**src/rtl/ies_pkg.sv**
```systemverilog
package ies_pkg;
  localparam int BYTE_W    = 8;
  localparam int ADDR_W    = 16;
  localparam int FRAME_LEN = 5;
  localparam int FETCH_LEN = 3;

  typedef enum logic [2:0] {
    S_IDLE, S_PUSH, S_VEC, S_POP, S_SETTLE, S_FRD, S_FCAP, S_FOUT
  } seq_state_t;

  // pop order is the enum order: ccr, a, x, pc high, pc low
  typedef enum logic [2:0] {
    D_CCR, D_A, D_X, D_PCH, D_PCL
  } dst_t;
endpackage

```
**src/rtl/ies_prio.sv**
```systemverilog
module ies_prio #(
  parameter int N_SRC = 8,
  parameter int IDX_W = (N_SRC > 1) ? $clog2(N_SRC) : 1
) (
  input  logic [N_SRC-1:0] pend_i,
  output logic             any_o,
  output logic [IDX_W-1:0] idx_o
);
  always_comb begin
    any_o = |pend_i;
    idx_o = '0;
    for (int i = N_SRC - 1; i >= 0; i--) begin
      if (pend_i[i]) idx_o = IDX_W'(i);
    end
  end

  // the chosen index must point at a set request
  always_comb begin
    if (any_o) begin
      assert_pick_pending_R7: assert (pend_i[idx_o])
        else $error("priority pick not pending");
    end
  end
endmodule

```
**src/rtl/ies_vec_addr.sv**
```systemverilog
module ies_vec_addr #(
  parameter int               SLOT_W  = 4,
  parameter logic [15:0]      VEC_TOP = 16'hFFFE
) (
  input  logic [SLOT_W-1:0] slot_i,
  output logic [15:0]       addr_o
);
  always_comb addr_o = VEC_TOP - (16'(slot_i) << 1);
endmodule

```
**src/rtl/ies_seq.sv**
```systemverilog
module ies_seq
  import ies_pkg::*;
#(
  parameter int          N_SRC    = 8,
  parameter logic [15:0] VEC_TOP  = 16'hFFFE,
  parameter int          MASK_BIT = 3
) (
  input  logic                clk,
  input  logic                rst_n,
  input  logic                instr_done,
  input  logic [N_SRC-1:0]    irq_pend,
  input  logic                swi_req,
  input  logic                rti_req,
  input  logic [ADDR_W-1:0]   cpu_pc,
  input  logic [ADDR_W-1:0]   cpu_sp,
  input  logic [BYTE_W-1:0]   cpu_a,
  input  logic [BYTE_W-1:0]   cpu_x,
  input  logic [BYTE_W-1:0]   cpu_ccr,
  output logic                busy,
  output logic                ctx_load,
  output logic [ADDR_W-1:0]   ctx_pc,
  output logic [ADDR_W-1:0]   ctx_sp,
  output logic [BYTE_W-1:0]   ctx_a,
  output logic [BYTE_W-1:0]   ctx_x,
  output logic [BYTE_W-1:0]   ctx_ccr,
  output logic                mem_en,
  output logic                mem_we,
  output logic [ADDR_W-1:0]   mem_addr,
  output logic [BYTE_W-1:0]   mem_wdata,
  input  logic [BYTE_W-1:0]   mem_rdata,
  output logic                fq_valid,
  input  logic                fq_ready,
  output logic [BYTE_W-1:0]   fq_data
);
  localparam int IDX_W  = (N_SRC > 1) ? $clog2(N_SRC) : 1;
  localparam int SLOT_W = $clog2(N_SRC + 2);
  localparam int CNT_W  = 3;
  localparam logic [CNT_W-1:0] LAST_FRAME = CNT_W'(FRAME_LEN - 1);
  localparam logic [CNT_W-1:0] LAST_FETCH = CNT_W'(FETCH_LEN - 1);
  localparam logic [SLOT_W-1:0] SWI_SLOT  = SLOT_W'(1);
  localparam logic [SLOT_W-1:0] SRC_BASE  = SLOT_W'(2);

  seq_state_t        state_q;
  logic [CNT_W-1:0]  cnt_q;
  logic [ADDR_W-1:0] pc_q, sp_q;
  logic [BYTE_W-1:0] a_q, x_q, ccr_q, fq_data_q;
  logic [SLOT_W-1:0] slot_q;
  logic              entry_q, rd_vld_q, load_q;
  dst_t              rd_dst_q, rd_dst_d;
  logic              rd_cap;

  logic              any_pend;
  logic [IDX_W-1:0]  pick_idx;
  logic [SLOT_W-1:0] start_slot;
  logic [ADDR_W-1:0] vec_base;
  logic              go_ret, go_ent;

  ies_prio #(.N_SRC(N_SRC), .IDX_W(IDX_W)) u_prio (
    .pend_i(irq_pend), .any_o(any_pend), .idx_o(pick_idx)
  );

  ies_vec_addr #(.SLOT_W(SLOT_W), .VEC_TOP(VEC_TOP)) u_vec (
    .slot_i(slot_q), .addr_o(vec_base)
  );

  always_comb begin
    start_slot = swi_req ? SWI_SLOT : SLOT_W'(pick_idx) + SRC_BASE;
    go_ret = (state_q == S_IDLE) && instr_done && rti_req;
    go_ent = (state_q == S_IDLE) && instr_done && !rti_req &&
             (swi_req || (any_pend && !cpu_ccr[MASK_BIT]));
  end

  // memory port drive per state
  always_comb begin
    mem_en    = 1'b0;
    mem_we    = 1'b0;
    mem_addr  = '0;
    mem_wdata = '0;
    rd_cap    = 1'b0;
    rd_dst_d  = D_CCR;
    unique case (state_q)
      S_PUSH: begin
        mem_en   = 1'b1;
        mem_we   = 1'b1;
        mem_addr = sp_q - ADDR_W'(cnt_q);
        unique case (cnt_q)
          3'd0:    mem_wdata = pc_q[7:0];
          3'd1:    mem_wdata = pc_q[15:8];
          3'd2:    mem_wdata = x_q;
          3'd3:    mem_wdata = a_q;
          default: mem_wdata = ccr_q;
        endcase
      end
      S_VEC: begin
        mem_en   = 1'b1;
        mem_addr = vec_base + ADDR_W'(cnt_q);
        rd_cap   = 1'b1;
        rd_dst_d = (cnt_q == '0) ? D_PCH : D_PCL;
      end
      S_POP: begin
        mem_en   = 1'b1;
        mem_addr = sp_q + ADDR_W'(cnt_q) + ADDR_W'(1);
        rd_cap   = 1'b1;
        rd_dst_d = dst_t'(cnt_q);
      end
      S_FRD: begin
        mem_en   = 1'b1;
        mem_addr = pc_q + ADDR_W'(cnt_q);
      end
      default: ;
    endcase
  end

  always_ff @(posedge clk) begin
    if (!rst_n) begin
      state_q   <= S_IDLE;
      cnt_q     <= '0;
      pc_q      <= '0;
      sp_q      <= '0;
      a_q       <= '0;
      x_q       <= '0;
      ccr_q     <= '0;
      slot_q    <= '0;
      entry_q   <= 1'b0;
      rd_vld_q  <= 1'b0;
      rd_dst_q  <= D_CCR;
      load_q    <= 1'b0;
      fq_data_q <= '0;
    end else begin
      load_q   <= (state_q == S_SETTLE);
      rd_vld_q <= rd_cap;
      rd_dst_q <= rd_dst_d;
      if (rd_vld_q) begin
        unique case (rd_dst_q)
          D_CCR:   ccr_q      <= mem_rdata;
          D_A:     a_q        <= mem_rdata;
          D_X:     x_q        <= mem_rdata;
          D_PCH:   pc_q[15:8] <= mem_rdata;
          default: pc_q[7:0]  <= mem_rdata;
        endcase
      end
      unique case (state_q)
        S_IDLE: begin
          cnt_q <= '0;
          if (go_ret) begin
            sp_q    <= cpu_sp;
            entry_q <= 1'b0;
            state_q <= S_POP;
          end else if (go_ent) begin
            pc_q    <= cpu_pc;
            sp_q    <= cpu_sp;
            a_q     <= cpu_a;
            x_q     <= cpu_x;
            ccr_q   <= cpu_ccr;
            slot_q  <= start_slot;
            entry_q <= 1'b1;
            state_q <= S_PUSH;
          end
        end
        S_PUSH: begin
          if (cnt_q == LAST_FRAME) begin
            ccr_q[MASK_BIT] <= 1'b1;
            sp_q    <= sp_q - ADDR_W'(FRAME_LEN);
            cnt_q   <= '0;
            state_q <= S_VEC;
          end else begin
            cnt_q <= cnt_q + 1'b1;
          end
        end
        S_VEC: begin
          if (cnt_q == CNT_W'(1)) begin
            cnt_q   <= '0;
            state_q <= S_SETTLE;
          end else begin
            cnt_q <= cnt_q + 1'b1;
          end
        end
        S_POP: begin
          if (cnt_q == LAST_FRAME) begin
            sp_q    <= sp_q + ADDR_W'(FRAME_LEN);
            cnt_q   <= '0;
            state_q <= S_SETTLE;
          end else begin
            cnt_q <= cnt_q + 1'b1;
          end
        end
        S_SETTLE: begin
          cnt_q   <= '0;
          state_q <= S_FRD;
        end
        S_FRD:  state_q <= S_FCAP;
        S_FCAP: begin
          fq_data_q <= mem_rdata;
          state_q   <= S_FOUT;
        end
        default: begin
          if (fq_ready) begin
            if (cnt_q == LAST_FETCH) begin
              cnt_q   <= '0;
              state_q <= S_IDLE;
            end else begin
              cnt_q   <= cnt_q + 1'b1;
              state_q <= S_FRD;
            end
          end
        end
      endcase
    end
  end

  always_comb begin
    busy     = (state_q != S_IDLE);
    ctx_load = load_q;
    ctx_pc   = pc_q;
    ctx_sp   = sp_q;
    ctx_a    = a_q;
    ctx_x    = x_q;
    ctx_ccr  = ccr_q;
    fq_valid = (state_q == S_FOUT);
    fq_data  = fq_data_q;
  end

  assert_push_descends_R2: assert property (@(posedge clk) disable iff (!rst_n)
    (state_q == S_PUSH && cnt_q != '0) |-> mem_addr == ADDR_W'($past(mem_addr) - 1'b1))
    else $error("push address not descending");

  assert_vec_pair_R6: assert property (@(posedge clk) disable iff (!rst_n)
    (state_q == S_VEC && cnt_q == CNT_W'(1)) |->
      (mem_addr == ADDR_W'($past(mem_addr) + 1'b1)) && mem_addr[0])
    else $error("vector bytes not an adjacent pair");

  assert_mask_set_R5: assert property (@(posedge clk) disable iff (!rst_n)
    (ctx_load && entry_q) |-> ctx_ccr[MASK_BIT])
    else $error("mask bit clear after entry");

  assert_fetch_hold_R9: assert property (@(posedge clk) disable iff (!rst_n)
    (fq_valid && !fq_ready) |=> (fq_valid && $stable(fq_data)))
    else $error("fetch byte dropped under back-pressure");

  assert_start_boundary_R11: assert property (@(posedge clk) disable iff (!rst_n)
    $rose(busy) |-> $past(instr_done))
    else $error("sequence began without a boundary");

  assert_entry_qualified_R1: assert property (@(posedge clk) disable iff (!rst_n)
    ($rose(busy) && entry_q) |->
      $past(swi_req || ((|irq_pend) && !cpu_ccr[MASK_BIT])))
    else $error("unqualified entry");
endmodule

```
**config.mk**
```make
export PLATFORM = sky130hd
export DESIGN_NAME = ies_seq
export DESIGN_NICKNAME = d
export VERILOG_FILES = /design/src/rtl/ies_pkg.sv /design/src/rtl/ies_prio.sv /design/src/rtl/ies_vec_addr.sv /design/src/rtl/ies_seq.sv
export SDC_FILE = /design/constraint.sdc
export NUM_CORES = 1
export LEC_CHECK = 0
export BUFFER_PORTS_ARGS = -buffer_cell sky130_fd_sc_hd__buf_2
export CAP_MARGIN = 30
export CORE_UTILIZATION = 40
export DETAILED_ROUTE_END_ITERATION = 6
export SYNTH_ARGS = -nofsm -noshare
export SYNTH_HDL_FRONTEND = slang
export SYNTH_SLANG_ARGS = --single-unit
```
**constraint.sdc**
```tcl
create_clock -name clk -period 4.72 [get_ports clk]
set_input_delay 0.708 -clock clk [delete_from_list [all_inputs] [get_ports clk]]
set_output_delay 0.708 -clock clk [all_outputs]
set_load 0.02 [all_outputs]
```
After elaboration in Yosys (flattened, before gate mapping)
Cells that the tools add are included.
{"block": "word_totals", "elab_cells": 127, "in_bits": 78, "output_inout_bits": 93, "reg_bits": 79}
{"block": "op_classes", "n_reduce_logical": 26, "n_mux": 59, "add_sub_neg": 10, "bitwise": 2, "n_eq_ne": 18}
{"operator": "8-bit 2-to-1 mux", "n": 17}
{"operator": "16-bit 2-to-1 mux", "n": 8}
{"operator": "16-bit case mux with 4 select lines", "n": 1}
{"operator": "3-bit 2-to-1 mux", "n": 21}
{"operator": "16-bit by 3-bit adder with 16-bit output", "n": 3}
{"operator": "16-bit case mux with 3 select lines", "n": 1}
{"operator": "8-bit case mux with 4 select lines", "n": 1}
{"operator": "3-bit case mux with 7 select lines", "n": 1}
{"operator": "3-bit by 2-bit equality test with 1-bit output, second input constant", "n": 6}
{"operator": "16-bit by 1-bit adder with 16-bit output, second input constant", "n": 1}
{"operator": "16-bit by 3-bit adder with 16-bit output, second input constant", "n": 1}
{"operator": "16-bit by 3-bit subtractor with 16-bit output", "n": 1}
{"operator": "16-bit by 3-bit subtractor with 16-bit output, second input constant", "n": 1}
{"operator": "3-bit equality test, second input constant", "n": 5}
{"operator": "3-bit case mux with 4 select lines", "n": 1}
{"operator": "3-bit by 1-bit equality test with 1-bit output, second input constant", "n": 3}
{"operator": "3-bit logical NOT", "n": 3}
{"operator": "4-bit 2-to-1 mux", "n": 2}
{"operator": "8-bit nonzero test", "n": 1}
{"operator": "2-bit OR reduction", "n": 4}
{"operator": "4-bit OR reduction", "n": 2}
{"operator": "8-bit OR reduction", "n": 1}
{"operator": "2-bit by 6-bit subtractor with 7-bit output, first input constant", "n": 1}
{"operator": "2-bit != test, second input constant", "n": 3}
{"operator": "16 further kinds", "n": 26}

Logic depth before layout (Yosys ltp)
Gate-level depths: netlist (run 1).
{"block": "depth", "depth_word": 10, "ltp_mapped": 11, "mapped_depth_nobuf": 11}

Hierarchy
A second synthesis (run 1) with hierarchy kept.
{"block": "unflattened", "hier_cells": 763, "area_unflattened_um2": 6064.6}
{"module": "ies_seq", "area_each_um2": 5870.6, "cells_each": 732, "n_inst": 1, "seq_area_each_um2": 1581.5}
{"module": "ies_vec_addr", "area_each_um2": 112.6, "cells_each": 18, "n_inst": 1, "seq_area_each_um2": 0.0}
{"module": "ies_prio", "area_each_um2": 81.3, "cells_each": 13, "n_inst": 1, "seq_area_each_um2": 0.0}

Worst setup path before layout (run 1)
No wires, ideal clock.
{"block": "synth_path", "kind": "reg2out", "from": "register cnt_q[1]", "to": "output port mem_addr[11]", "setup_slack_ns": 1.609, "path_stages_with_launch": 11, "arrival_time_ns": 2.403, "t_required_ns": 4.012, "path_buffers": 1, "cell_sequence": "dfxtp_1 > inv_1 > ha_1 > nor2b_1 > o21ai_1 > nand3b_1 > or4_1 > buf_2 > nor2_1 > a21oi_1 > o2111ai_1"}
{"block": "synth_between", "elab_chain_cells": 3, "elab_cells_between_ends": 6, "cone_classes": "5 x add/sub; 1 x mux"}
{"item": "start: declaration", "line": "ies_seq.sv:44", "rtl": "logic [CNT_W-1:0] cnt_q;"}
{"item": "start signal: assignment", "line": "ies_seq.sv:167", "rtl": "cnt_q <= cnt_q + 1'b1;"}
{"item": "start signal: assignment", "line": "ies_seq.sv:175", "rtl": "cnt_q <= cnt_q + 1'b1;"}
{"item": "start signal: assignment", "line": "ies_seq.sv:184", "rtl": "cnt_q <= cnt_q + 1'b1;"}
{"item": "16-bit by 3-bit adder with 16-bit output", "line": "ies_seq.sv:102", "rtl": "mem_addr = sp_q + ADDR_W'(cnt_q) + ADDR_W'(1);"}
{"item": "16-bit by 1-bit adder with 16-bit output", "line": "ies_seq.sv:102"}
{"item": "16-bit case mux with 4 select lines *", "line": "ies_seq.sv:81", "rtl": "unique case (state_q)"}
{"item": "end: declaration", "line": "ies_seq.sv:28", "rtl": "output logic [ADDR_W-1:0] mem_addr,"}
Mark *: on every way between the ends. The rest lies on a longest branch, timed or not.

Worst setup path after layout (run 1)
{"block": "layout_path", "from": "register cnt_q[1]", "to": "output port mem_addr[15]"}
The elaborated chain is that of the path after synthesis.

==> impl.org, run 1 <==
** Status
- The flow ran to the end, and the final reports show no timing, DRC or antenna violations.

** Detailed routing
- Summing over every cut layer, the via total after detailed routing is 6410.
- Routed vias/inst :: 5.78
- Before antenna repair, the detailed router went through 6 iterations.
- Number of DRC markers after the initial detailed-route iteration :: 510
- Total Routed Length :: 20500 um
- Routed wire per std cell :: 18.5 um
- Count of antenna-violating nets left after detailed routing :: 0
- Number of remaining DRC errors :: 0

** Timing
- Across all setup checks in the final design, the least slack found is 806 ps.
- Relative slew slack :: 0.458
- Final worst-path cycle share :: 0.829
- For this run, the top clock speed supported by timing is 256 MHz.
- Number of pins exceeding their max-slew limit in the final report :: 0
- Maximum clock skew at final layout :: 9.70 ps
- Minimum clock period after layout :: 3910 ps
- Adding up every negative setup slack in the final design gives 0 ps.
- Setup violations remaining at the end of the flow were counted as 0.
- Final-report hold violation count :: 0
- At the pin with the least slew margin, the transition time is 813 ps.
- Setup repair after global routing missed its margin :: no

** Logic synthesis
- Counting flops and latches in the post-synthesis netlist gives 79.
- Number of library cell types mapped by synthesis :: 68
- Synth Warn # :: 0
- Of the total synthesized cell area, the portion taken by AND, OR, NAND and NOR gates is 0.225.
- Counting flops with an async set or reset pin after synthesis yields a share of 0.
- Share of cell area taken by muxes after synthesis :: 0.0716
- Netlist area before placement :: 0.00603 mm2
- After synthesis, the largest family of logic cells by area is compound AO/OA/AOI/OAI gates.
- Post-synth top area share :: 0.262
- Synth Flop Type :: sky130_fd_sc_hd__dfxtp_1
- Post-Synthesis Mean Instance Area :: 7.75 um2
- Share of the synthesized area in compound gates (AO/OA/AOI/OAI) :: 0.256
- Summed over all instances, the cell type with the most area after synthesis is sky130_fd_sc_hd__dfxtp_1.
- Yosys mapped a number of flops with a built-in enable equal to 0.
- Of the total synthesized cell area, the portion taken by XOR and XNOR cells is 0.0523.
- Synthesized net count :: 894
- Of the total synthesized cell area, the portion taken by full adders, half adders and majority gates is 0.0851.
- Top post-synthesis cells by area :: sky130_fd_sc_hd__dfxtp_1, sky130_fd_sc_hd__nor2_1, sky130_fd_sc_hd__mux2i_1, sky130_fd_sc_hd__ha_1, sky130_fd_sc_hd__a211oi_1
- The share of the Yosys chip area taken by registers is 0.262.
- Cell count after synthesis :: 778

** Power and ir drop
- The design draws 4.24 mW.
- Of the total power, the share spent switching nets is 0.487.
- Total power divided by cell area :: 582 mW/mm2
- Of the total power, combinational logic draws 0.573.
- The internal power of the cells totals 2.17 mW.
- VDD sags by at most 0.000256 V.
- Of the total power, the clock network draws 0.171.
- Seq pwr share :: 0.255
- Leakage power of the design :: 3.18 nW
- NetSw :: 2.07 mW

** Setup path
- The setup path with the least slack is of type flip-flop to output port.
- For the worst setup path, the data required time is 4010 ps.
- The most critical setup path has its startpoint at cnt_q[1].
- Largest stage delay on the critical path :: 600 ps
- The signal on the critical path passes through inv_1, ha_1, nor2b_1, o21ai_1, nand3b_1, or4_1, o31ai_2, and3_1, o221ai_2, buf_2.
- Worst r2r dst :: ctx_sp[12]
- FF-to-FF setup slack :: 1180 ps
- In this run the critical register-to-register path is launched from state_q[1].
- STA classifies the critical path endpoint as an output port.
- Standard cell with the maximum stage delay on the critical path :: sky130_fd_sc_hd__dfxtp_1
- STA classifies the critical path startpoint as a flip-flop.
- The cell family contributing the most delay on the critical path is simple AND/OR/NAND/NOR gates.
- Data arrival, critical path :: 3210 ps
- The number of cells on the worst reg-to-reg path is 11.
- CP endpoint :: mem_addr[15]
- Worst path depth :: 10
- The critical path contains buffers and inverters numbering 2 combined.
- In this run the worst path has a maximum fanout of 10.

** Floorplanning
- The die is 125 um wide.
- The die is 125 um tall.
- The initial utilization of the core area, before any placement, comes to 0.413.
- The die covers 0.0156 mm2.
- Core Box Area :: 0.0146 mm2
- Count of standard-cell rows :: 44
- Io pins :: 171

** Placement
- Cell area reported after detailed placement :: 0.00699 mm2
- Number of instances in the placed design :: 1093
- The HPWL after detailed placement is 15300 um.
- The congestion estimate from routability-driven global placement came to 0.842.
- Pre-CTS setup slack :: 1200 ps
- # port buffers :: 170

** CTS
- TritonCTS built the clock tree.
- # resized after CTS :: 0
- The tree is rooted in a sky130_fd_sc_hd__clkbuf_16.
- Clock latency of the later-clocked register in the worst-skew pair :: 360 ps
- CTS Buffer Depth :: 2
- After clock tree synthesis, the clock-pin slew on the worst setup and hold paths is 60 ps.
- Total clock buffers created by CTS :: 9
- Number of buffers inserted for hold repair after clock tree synthesis :: 0
- For this design, the sink count on the clock tree is 79.
- Number of H-tree branching levels :: 3
- Post-CTS Repair Setup Buffers :: 0

** Global route
- Antenna violations before repair :: 0
- Entering global routing, the biggest net connects 87 pins.
- Vias in the first global route :: 5967
- After global routing the overflow that remains totals 0.
- The first global-routing pass estimated 32200 um of wire.
- For this run, the total global-route usage over all layers was measured as 0.261.

** Cells and area
- After routing the design area is 0.00729 mm2.
- Compared with the post-synthesis result, the final layout area differs by 20.9%.
- Leaving out fill and tap cells, the most frequent cell in the layout is sky130_fd_sc_hd__buf_2.
- Post-layout nets :: 1036
- Count of inserted antenna diode cells :: 0
- In the final layout, the share of cells above drive strength 1 is 0.230.
- Commonest non-fill, non-tap cells in the layout :: sky130_fd_sc_hd__buf_2, sky130_fd_sc_hd__nor2_1, sky130_fd_sc_hd__dfxtp_1
- Filler-free cell count of the finished design :: 1109

** Min path
- The path class of the tightest hold or removal check is flip-flop to flip-flop.

** Flow run
- Max cap viols :: 0
[through the flow]
stage	utilization	hold WS [ps]
after detailed placement	0.479	484
final	0.499	499
after CTS	0.499	503
after floorplan	-	455
after global placement	0.479	472
after global routing	0.499	528
[per-layer routing]
layer	track usage	share of wire	vias to the layer above	wire [um]
met2	0.422	0.47	240	9560
met3	0.0588	0.068	35	1390
met1	0.341	0.45	2996	9200
li1	-	-	3139	-
met5	0	0	-	0
met4	0.0843	0.019	0	384
[registers in the layout (all words and copies together), names as in the netlist]
register	flops
ctx_ccr	8
fq_data	8
slot_q	4
cnt_q	3
ctx_a	8
ctx_x	8
ctx_pc	16
ctx_load	1
state_q	3
rd_vld_q	1
rd_dst_q	3
ctx_sp	16
[power by group through the flow]
stage	combinational, mW	clock [mW]	sequential, mW
2_1_floorplan	1.67	0	1.12
6_report	2.43	0.727	1.08
4_1_cts	2.43	0.743	1.08
3_5_place_dp	2.41	0	1.09
3_3_place_gp	2.41	0	1.09
5_1_grt	2.68	0.763	1.11
[layout make-up]
class | count | area, um2
Fill cell | 1490 | 7300
Multi-Input combinational cell | 628 | 4160
Sequential cell | 79 | 1580
Timing Repair Buffer | 182 | 941
Tap cell | 184 | 230
Clock buffer | 10 | 229
Inverter | 20 | 75.1
Clock inverter | 6 | 67.6
[cells in the mapped netlist (4+ instances only)]
| library cell | number |
|---|---|
| sky130_fd_sc_hd__nand4_1 | 5 |
| sky130_fd_sc_hd__a21oi_1 | 40 |
| sky130_fd_sc_hd__fa_1 | 5 |
| sky130_fd_sc_hd__o221ai_1 | 7 |
| sky130_fd_sc_hd__and3_1 | 7 |
| sky130_fd_sc_hd__a31oi_1 | 9 |
| sky130_fd_sc_hd__o21a_1 | 7 |
| sky130_fd_sc_hd__nor2_1 | 119 |
| sky130_fd_sc_hd__nand3_1 | 22 |
| sky130_fd_sc_hd__o211ai_1 | 16 |
| sky130_fd_sc_hd__ha_1 | 33 |
| sky130_fd_sc_hd__nor2b_1 | 14 |
| sky130_fd_sc_hd__xor2_1 | 25 |
| sky130_fd_sc_hd__a221oi_1 | 15 |
| sky130_fd_sc_hd__nor3b_1 | 6 |
| sky130_fd_sc_hd__o21ai_0 | 34 |
| sky130_fd_sc_hd__a21o_1 | 4 |
| sky130_fd_sc_hd__inv_1 | 18 |
| sky130_fd_sc_hd__clkbuf_1 | 35 |
| sky130_fd_sc_hd__a311oi_1 | 8 |
| sky130_fd_sc_hd__nor3_1 | 13 |
| sky130_fd_sc_hd__dfxtp_1 | 79 |
| sky130_fd_sc_hd__xnor2_1 | 11 |
| sky130_fd_sc_hd__mux2i_1 | 42 |
| sky130_fd_sc_hd__buf_2 | 13 |
| sky130_fd_sc_hd__nand3b_1 | 4 |
| sky130_fd_sc_hd__nand2b_1 | 6 |
| sky130_fd_sc_hd__nand2_1 | 73 |
| sky130_fd_sc_hd__a222oi_1 | 8 |
| sky130_fd_sc_hd__a211oi_1 | 37 |
| sky130_fd_sc_hd__o31ai_1 | 5 |
[logic make-up after synthesis]
logic type                 after synthesis
and+or+nand+nor                        293
AOI/OAI and AO/OA                      218
DFF                                     79
buffers and inverters                   71
muxes                                   43
adders and majority gates               38
xor gates and xnor gates                36
[tightest hold or removal path, cell delays in order, from the launching register on]
cell and delay, ps:
sky130_fd_sc_hd__dfxtp_1 330, sky130_fd_sc_hd__mux2i_1 70, sky130_fd_sc_hd__nor2_1 70
[worst min path at each step]
| stage | endpoint | slack [ps] | depth (start not counted) | start |
|---|---|---|---|---|
| final | fq_data[2] | 500 | 2 | fq_data[2] |
| after global placement | fq_data[5] | 470 | 2 | fq_data[5] |
| after floorplan | slot_q[0] | 450 | 2 | slot_q[0] |
| after global routing | fq_data[1] | 530 | 2 | fq_data[1] |
| after CTS | fq_data[2] | 500 | 2 | fq_data[2] |
| after detailed placement | fq_data[0] | 480 | 2 | fq_data[0] |
Note: power is estimated with default switching activity, not from simulation.
==> run 2: changes to the inputs <==
--- a/config.mk
+++ b/config.mk
@@ -5,10 +5,12 @@
 export SDC_FILE = /design/constraint.sdc
 export NUM_CORES = 1
 export LEC_CHECK = 0
+export ABC_AREA = 1
 export BUFFER_PORTS_ARGS = -buffer_cell sky130_fd_sc_hd__buf_2
 export CAP_MARGIN = 30
 export CORE_UTILIZATION = 40
 export DETAILED_ROUTE_END_ITERATION = 6
+export PLACE_DENSITY = 0.66
 export SYNTH_ARGS = -nofsm -noshare
 export SYNTH_HDL_FRONTEND = slang
 export SYNTH_SLANG_ARGS = --single-unit
==> constraint.sdc (replaced) <==
create_clock -name clk -period 3.5 [get_ports clk]
set_input_delay 0.525 -clock clk [delete_from_list [all_inputs] [get_ports clk]]
set_output_delay 0.525 -clock clk [all_outputs]
set_load 0.02 [all_outputs]
==> impl.org, run 2 <==
** Logic synthesis
- Area fraction in and, or, nand and nor cells after synthesis :: 0.362
- By count the netlist is led by sky130_fd_sc_hd__nand2_1, sky130_fd_sc_hd__inv_1, sky130_fd_sc_hd__a21oi_1.
- Of all cell types, the one taking the most synthesized area is sky130_fd_sc_hd__dfxtp_1.
- Share of synthesized flip-flops with an asynchronous set or reset :: 0
- In the synthesized netlist the dominant register cell turns out to be sky130_fd_sc_hd__dfxtp_1.
- Share of synthesized cell area in full adder, half adder and majority cells :: 0.0784
- Main combinational cell family by area after synthesis :: simple AND/OR/NAND/NOR gates
- The synthesized-area fraction occupied by ao, oa, aoi and oai cells was 0.203.
- After synthesis, the cell types taking the most area are sky130_fd_sc_hd__dfxtp_1, sky130_fd_sc_hd__nand2_1, sky130_fd_sc_hd__a21oi_1, sky130_fd_sc_hd__inv_1, sky130_fd_sc_hd__o21ai_0.
- Parity-gate share of the synthesized area counting xor and xnor cells :: 0.00670
- Netlist area before placement :: 0.00654 mm2
- Of the post-synthesis cell area, the dominant cell type holds 0.242.
- For this run, the number of Yosys warnings is 0.
- The synthesized design contains 0 enable-type register cells.
- Yosys instantiated no cell more often than sky130_fd_sc_hd__nand2_1.
- Of the post-synthesis cell area, the part taken by muxes is 0.
- Synthesis produced a netlist with a net count of 1205.
- Sequential-to-total area share from yosys stat :: 0.242
- A synthesized cell averages 6.01 um2.
- Cell count after synthesis :: 1089
- Number of library cell types mapped by synthesis :: 45
- Synth Register Bits :: 79

** Timing
- Setup repair after global routing missed its margin :: no
- Between clock sinks in the finished design, the worst skew comes to 8.96 ps.
- Minimum clock period after layout :: 3140 ps
- Adding up every negative setup slack in the final design gives 0 ps.
- Final worst-path cycle share :: 0.898
- Setup violations remaining at the end of the flow were counted as 0.
- The number of max-slew violations in the final report came to 0.
- At the pin with the least slew margin, the transition time is 690 ps.
- Across all setup checks in the final design, the least slack found is 357 ps.
- Relative slew slack :: 0.540
- Timing-limited maximum frequency :: 318 MHz
- The final-report hold violation count was 0.

** Detailed routing
- Detailed-routing wirelength on met1 :: 10400 um
- Summed over all nets, wire length on met3 after detailed routing comes to 1520 um.
- Number of remaining DRC errors :: 0
- Total Routed Length :: 21700 um
- The detail route stage leaves a number of antenna-violating nets equal to 0.
- The final route contains 7479 vias.
- Dividing the detail-routed wire length by the instance count gives 14.8 um.
- Detailed-routed wire length on met2 :: 9600 um
- After detailed routing, the number of vias per cell comes to 5.12.
- For this block, the initial DRC count from the detailed router was 590.
- The first detailed-routing pass took 5 iterations.
- Highest metal used :: met4

** CTS
- Gates resized during post-CTS repair numbered 0.
- Clock root buffer master :: sky130_fd_sc_hd__clkbuf_16
- The clock net in this run drives a total of 79 sinks.
- The number of clock buffers added by TritonCTS is 9.
- After clock tree synthesis, the clock-pin slew on the worst setup and hold paths is 70 ps.
- Buffers added to address setup during post-CTS repair amount to 0.
- Number of H-tree branching levels :: 3
- In this run, post-CTS hold repair placed 0 buffers.
- No sink is reached through more buffers than the 2 on the longest clock path.
- TritonCTS clock tree :: built
- Clock latency of the later-clocked register in the worst-skew pair :: 340 ps

** Power and ir drop
- Seq pwr share :: 0.210
- Largest voltage drop on the vdd net :: 0.000469 V
- The analysis attributes to cell leakage a power of 3.79 nW.
- NetSw :: 3.59 mW
- Share of power burned in the clock network :: 0.154
- Cell internal power was estimated by the tool at 3.10 mW.
- Of the total power, the share spent switching nets is 0.537.
- Share of power burned in combinational logic :: 0.636
- For this design the ratio of total power to cell area is 853 mW/mm2.

** Setup path
- Kind of end point of the critical path :: output port
- The largest single stage delay on the critical path is 430 ps.
- Startpoint Class :: flip-flop
- On the critical path, the stage with the largest delay is an instance of sky130_fd_sc_hd__dfxtp_2.
- In this run the critical register-to-register path is captured at ctx_sp[15].
- In this run the worst path has a maximum fanout of 9.
- The startpoint identified for the worst register-to-register timing path is state_q[0].
- R2R depth :: 15
- At the worst endpoint, the arrival time is 2620 ps.
- Most prevalent standard cell on the critical path :: sky130_fd_sc_hd__nand2_1
- For the worst setup path, the data required time is 2970 ps.
- The critical path is of the flip-flop to output port type.
- List of cells traversed by the critical path :: inv_1, ha_1, inv_1, nand2_1, a21oi_1, nand2_1, nor2_2, nand4_1, nor2_1, nor2_1, nand2_1, nand3_1, buf_2
- FF-to-FF setup slack :: 800 ps

** Min path
- Capture endpoint of the worst hold path :: ctx_ccr[1]
- The worst hold path was traced through 3 stages.
- The tightest min-delay check is of the primary input to flip-flop type.
- In this run the most critical hold path is launched from cpu_ccr[1].

** Floorplanning
- For this configuration, the core starts out at a cell density of 0.410.
- Core Box Area :: 0.0159 mm2
- Area enclosed by the die boundary :: 0.0169 mm2
- From left edge to right edge, the die measures 130 um.
- The floorplan has 46 rows.
- In this run the count of I/O pins placed on the die edge is 171.
- Y dimension of the die :: 130 um

** Global route
- Entering global routing, the biggest net connects 47 pins.
- Antenna violations before repair :: 1
- The first global-routing pass estimated 33800 um of wire.
- For this run the aggregate overflow at the end of global routing stands at 0.
- In the global route stage, overall resource usage came out at 0.257.
- The via count of the first global-routing pass is 6580.

** Cells and area
- Post-layout nets :: 1356
- Post-Route Utilization :: 0.493
- Leaving out fill and tap cells, the most frequent cell in the layout is sky130_fd_sc_hd__nand2_1.
- Area growth, synth to finish :: 20.1%
- Commonest non-fill, non-tap cells in the layout :: sky130_fd_sc_hd__nand2_1, sky130_fd_sc_hd__buf_2, sky130_fd_sc_hd__inv_1
- In the final layout, the share of cells above drive strength 1 is 0.195.
- The count of cells in the finished layout, fillers not included, comes to 1462.

** Placement
- The count of buffers added on input and output ports is 170.
- At the end of routability-driven placement, the weighted congestion stood at 0.944.
- Number of instances in the placed design :: 1445
- Pre-CTS setup slack :: 565 ps
- Hpwl dp :: 17000 um

** Flow run
- Max cap viols :: 0

** Status
- Run status :: completed
==> run 2: cell types whose count changed in the layout (fill, tap and decap cells not counted), sizes merged, moves of 22 or more <==
cell / previous run / this run
a211oi: 38 / 3
a21oi: 40 / 114
inv: 21 / 140
mux2i: 42 / 0
nand2: 73 / 354
nand3: 22 / 70
nor2: 121 / 84
o21ai: 37 / 95
xor2: 25 / 3
==> run 2: cell families (layout without fill, tap and decap cells) <==
family	after synthesis	in the layout
xor+xnor	5	5
flops	79	79
simple gates	552	552
compound gates	239	239
fa+ha+maj	38	38
buf+inv	176	332
other cells	0	1
==> run 2: layer usage <==
metal,track usage,up-vias
met5,0,-
met4,0.0445,0
met3,0.0398,14
met2,0.408,255
met1,0.369,3345
li1,-,3865
==> run 2: final cells by class <==
type	instances	area, um2
flip-flops and latches	79	1590
well taps	216	270
multi-input cells	834	4250
repair buffers	178	911
fillers	1733	8090
clock inverters	6	91.3
diodes	1	2.50
clock buffers	10	229
inverters	138	518
==> run 2: stage by stage <==
stage	hold WS (ps)	cell area, um2	total power [mW]
2_1_floorplan	469	6540	4.55
3_3_place_gp	450	7530	5.60
3_5_place_dp	454	7530	5.63
4_1_cts	419	7850	6.68
5_1_grt	429	7850	7.31
6_report	426	7860	6.70
==> run 2: worst max-delay path by stage <==
| stage | to | startpoint | cells past startpoint |
|---|---|---|---|
| floorplan | mem_addr[14] | ctx_pc[0] | 14 |
| global placement | mem_addr[14] | cnt_q[1] | 14 |
| detailed placement | mem_addr[14] | cnt_q[1] | 14 |
| CTS | mem_addr[14] | cnt_q[1] | 14 |
| global route | mem_addr[14] | cnt_q[1] | 14 |
| finish | mem_addr[14] | cnt_q[2] | 13 |
==> run 2: power by group through the flow <==
stage               clock network, mW  registers (mW)  logic [mW]
floorplan                           0            1.49        3.06
finish                           1.03            1.41        4.26
CTS                              1.05            1.40        4.23
detailed placement                  0            1.42        4.21
global route                     1.08            1.44        4.80
global placement                    0            1.42        4.18
==> run 2: critical path, delay by kind of cell, from the launching register on <==
kind | cells | cell delay (ps)
compound gates | 1 | 230
fa+ha+maj | 1 | 340
buf+inv | 3 | 430
flops | 1 | 430
simple gates | 8 | 860
==> run 3: changes to the inputs <==
--- a/config.mk
+++ b/config.mk
@@ -10,7 +10,8 @@
 export CAP_MARGIN = 30
 export CORE_UTILIZATION = 40
 export DETAILED_ROUTE_END_ITERATION = 6
-export PLACE_DENSITY = 0.66
+export PLACE_DENSITY = 0.68
+export RECOVER_POWER = 50
 export SYNTH_ARGS = -nofsm -noshare
 export SYNTH_HDL_FRONTEND = slang
 export SYNTH_SLANG_ARGS = --single-unit
==> impl.org, run 3 (synthesis results as in run 2) <==
** Detailed routing
- After detailed routing, the number of vias per cell comes to 5.19.
- Total Routed Length :: 22200 um
- In the routed design, unresolved DRC markers number 0.
- The first routing iteration left 641 violations.
- Routed wire per std cell :: 15.2 um
- Drt first pass iters :: 5
- The detailed router placed 7592 vias in this run.
- Count of antenna-violating nets left after detailed routing :: 0

** Timing
- Final-report hold violation count :: 0
- Headroom to the max-slew limit came out at 0.155.
- The number of max-slew violations in the final report is 0.
- Final hold analysis gives a worst-case slack of 411 ps.
- Final worst-path cycle share :: 0.909
- Minimum clock period after layout :: 3180 ps
- Maximum clock skew at final layout :: 7.24 ps
- Final-layout setup total negative slack :: 0 ps
- Number of failing setup endpoints in the final timing report :: 0
- Slew at the pin closest to its max-slew limit :: 1270 ps
- Based on the critical path, the design can be clocked at up to 314 MHz.
- Setup repair after global routing left no endpoint under its margin.

** Cells and area
- Count of fill cells added during filler insertion :: 1762
- Commonest non-fill, non-tap cells in the layout :: sky130_fd_sc_hd__nand2_1, sky130_fd_sc_hd__inv_1, sky130_fd_sc_hd__a21oi_1, sky130_fd_sc_hd__buf_2, sky130_fd_sc_hd__o21ai_0
- Total area of multi-input combinational cells :: 0.00425 mm2
- Fraction of final layout cells sized beyond drive strength 1 :: 0.141
- The sequential cells in the finished layout cover a total of 0.00159 mm2.
- Filler-free cell count of the finished design :: 1462
- Relative to the synthesized area, the layout overhead comes to 18.7%.
- Commonest non-fill, non-tap cell in the layout :: sky130_fd_sc_hd__nand2_1
- Post-layout nets :: 1356

** Power and ir drop
- Leakage power of the design :: 3.50 nW
- Largest voltage drop on the vdd net :: 0.000474 V
- Overall power :: 6.69 mW
- Dividing total power by cell area gives a power density of 861 mW/mm2.

** Setup path
- Crit path launch :: cnt_q[2]
- On the worst path, the slowest cell contributes a delay of 430 ps.
- Walking the worst path, the cells encountered are inv_1, ha_1, inv_1, o21ai_0, inv_1, nand2_1, o21ai_0, a21o_1, nand4_1, buf_2.
- Combined buffer and inverter count along the critical path :: 4
- Along the worst path, the maximum fanout reaches 9.
- Required time reported for the critical path endpoint :: 2970 ps
- The slowest stage of the critical path is the sky130_fd_sc_hd__dfxtp_2 cell.
- Most prevalent standard cell on the critical path :: sky130_fd_sc_hd__inv_1
- STA classifies the critical path endpoint as an output port.
- The critical path in this run is classified as flip-flop to output port.
- Startpoint Class :: flip-flop
- The startpoint identified for the worst register-to-register timing path is state_q[0].
- Family with the most delay on the worst path :: compound AO/OA/AOI/OAI gates
- STA puts the critical path data arrival time at 2660 ps.

** Flow run
- Max cap viols :: 0

** CTS
- Clock-pin slew was measured on the worst setup and hold paths at 70 ps.
- The clock drives 79 sinks.
- The clock reaches the later pin of the worst-skew pair after 360 ps.
- Total clock buffers created by CTS :: 9
- The H-tree was split into 3 levels.
- Clock root buffer master :: sky130_fd_sc_hd__clkbuf_16
- CTS Buffer Depth :: 2
- In this run, post-CTS hold repair placed 0 buffers.
- TritonCTS built the clock tree.

** Floorplanning
- In this run the core area contains 46 standard-cell rows.
- Io pins :: 171
- Core Box Area :: 0.0159 mm2
- The die is 130 um wide.
- Initial core utilization :: 0.410
- The floorplan step defined a die boundary enclosing 0.0169 mm2.
- In this run the vertical extent of the chip is 130 um.

** Min path
- The min-delay analysis places its worst path in the category primary input to flip-flop.
- The startpoint identified for the worst hold timing path is cpu_a[4].

** Placement
- # port buffers :: 170
- Including well taps, the total number of placed cells is 1445.
- The congestion estimate from routability-driven global placement came to 0.941.
- Hpwl dp :: 17200 um

** Global route
- Antenna violations before repair :: 1
- Sum of overflow across all layers after global routing :: 0
- Entering global routing, the biggest net connects 48 pins.
- For this run, the total global-route usage over all layers was measured as 0.268.
- The first global-routing pass estimated 34900 um of wire.
- Vias in the first global route :: 6860

** Status
- The run finished with clean final reports.
## run 3: cell count changes in the layout (fill, tap and decap cells not counted), moves of 2 or more
| cell | previous run | this run |
|---|---|---|
| sky130_fd_sc_hd__nor2_2 | 4 | 6 |
| sky130_fd_sc_hd__clkbuf_1 | 1 | 69 |
| sky130_fd_sc_hd__buf_2 | 170 | 103 |
| sky130_fd_sc_hd__buf_4 | 8 | 5 |
| sky130_fd_sc_hd__nor2_1 | 75 | 73 |
## run 3: power by group
group	total [mW]	internal, mW	leakage, nW	switching (mW)
Clock	1.02	0.584	0.152	0.437
Combinational	4.24	1.34	2.71	2.90
Sequential	1.42	1.09	0.645	0.330
## run 3: worst reg2reg max path, cell delays in order, from the launching register on
cell,delay [ps]
sky130_fd_sc_hd__dfxtp_1,460
sky130_fd_sc_hd__nand2_1,130
sky130_fd_sc_hd__inv_1,70
sky130_fd_sc_hd__nand2_1,40
sky130_fd_sc_hd__buf_4,240
sky130_fd_sc_hd__inv_2,280
sky130_fd_sc_hd__ha_1,340
sky130_fd_sc_hd__nand2_1,90
sky130_fd_sc_hd__nor2_1,40
sky130_fd_sc_hd__nand2_1,60
sky130_fd_sc_hd__nand3_1,180
sky130_fd_sc_hd__or2_2,330
sky130_fd_sc_hd__nand3_1,70
sky130_fd_sc_hd__nand2_1,70
sky130_fd_sc_hd__nand2_2,70
sky130_fd_sc_hd__a21oi_2,50
## run 3: routing by layer
metal,up-vias,part of all wire,GRT usage
li1,3861,-,-
met1,3405,0.47,0.377
met2,296,0.43,0.408
met3,30,0.083,0.0611
met4,0,0.016,0.0725
met5,-,0,0
## run 3: final cells by class
type | instances | share of cell area
well taps | 216 | 0.0348
clock inverters | 6 | 0.00967
diodes | 1 | 0.000322
repair buffers | 178 | 0.105
multi-input cells | 834 | 0.548
flip-flops and latches | 79 | 0.205
inverters | 138 | 0.0667
clock buffers | 10 | 0.0308
## run 3: through the flow
step	worst slack [ps]	utilization	area [um2]
3_5_place_dp	524	0.472	7530
4_1_cts	134	0.492	7840
3_3_place_gp	616	0.472	7530
6_report	320	0.487	7760
5_1_grt	1.36	0.487	7760
2_1_floorplan	898	-	6540
## run 3: final timing paths
path	endpoint	slack [ps]	depth (start not counted)
worst max-delay path	mem_addr[7]	320	10
worst min-delay path	ctx_a[4]	410	3
worst max register to register	ctx_sp[6]	820	15
worst min register to register	fq_data[2]	460	2
## run 3: what timing repair did
| action | CTS | global route |
|---|---|---|
| gates resized for setup | 0 | 8 |
| buffers inserted | 0 | 0 |
| endpoints found under the setup margin | 0 | 12 |
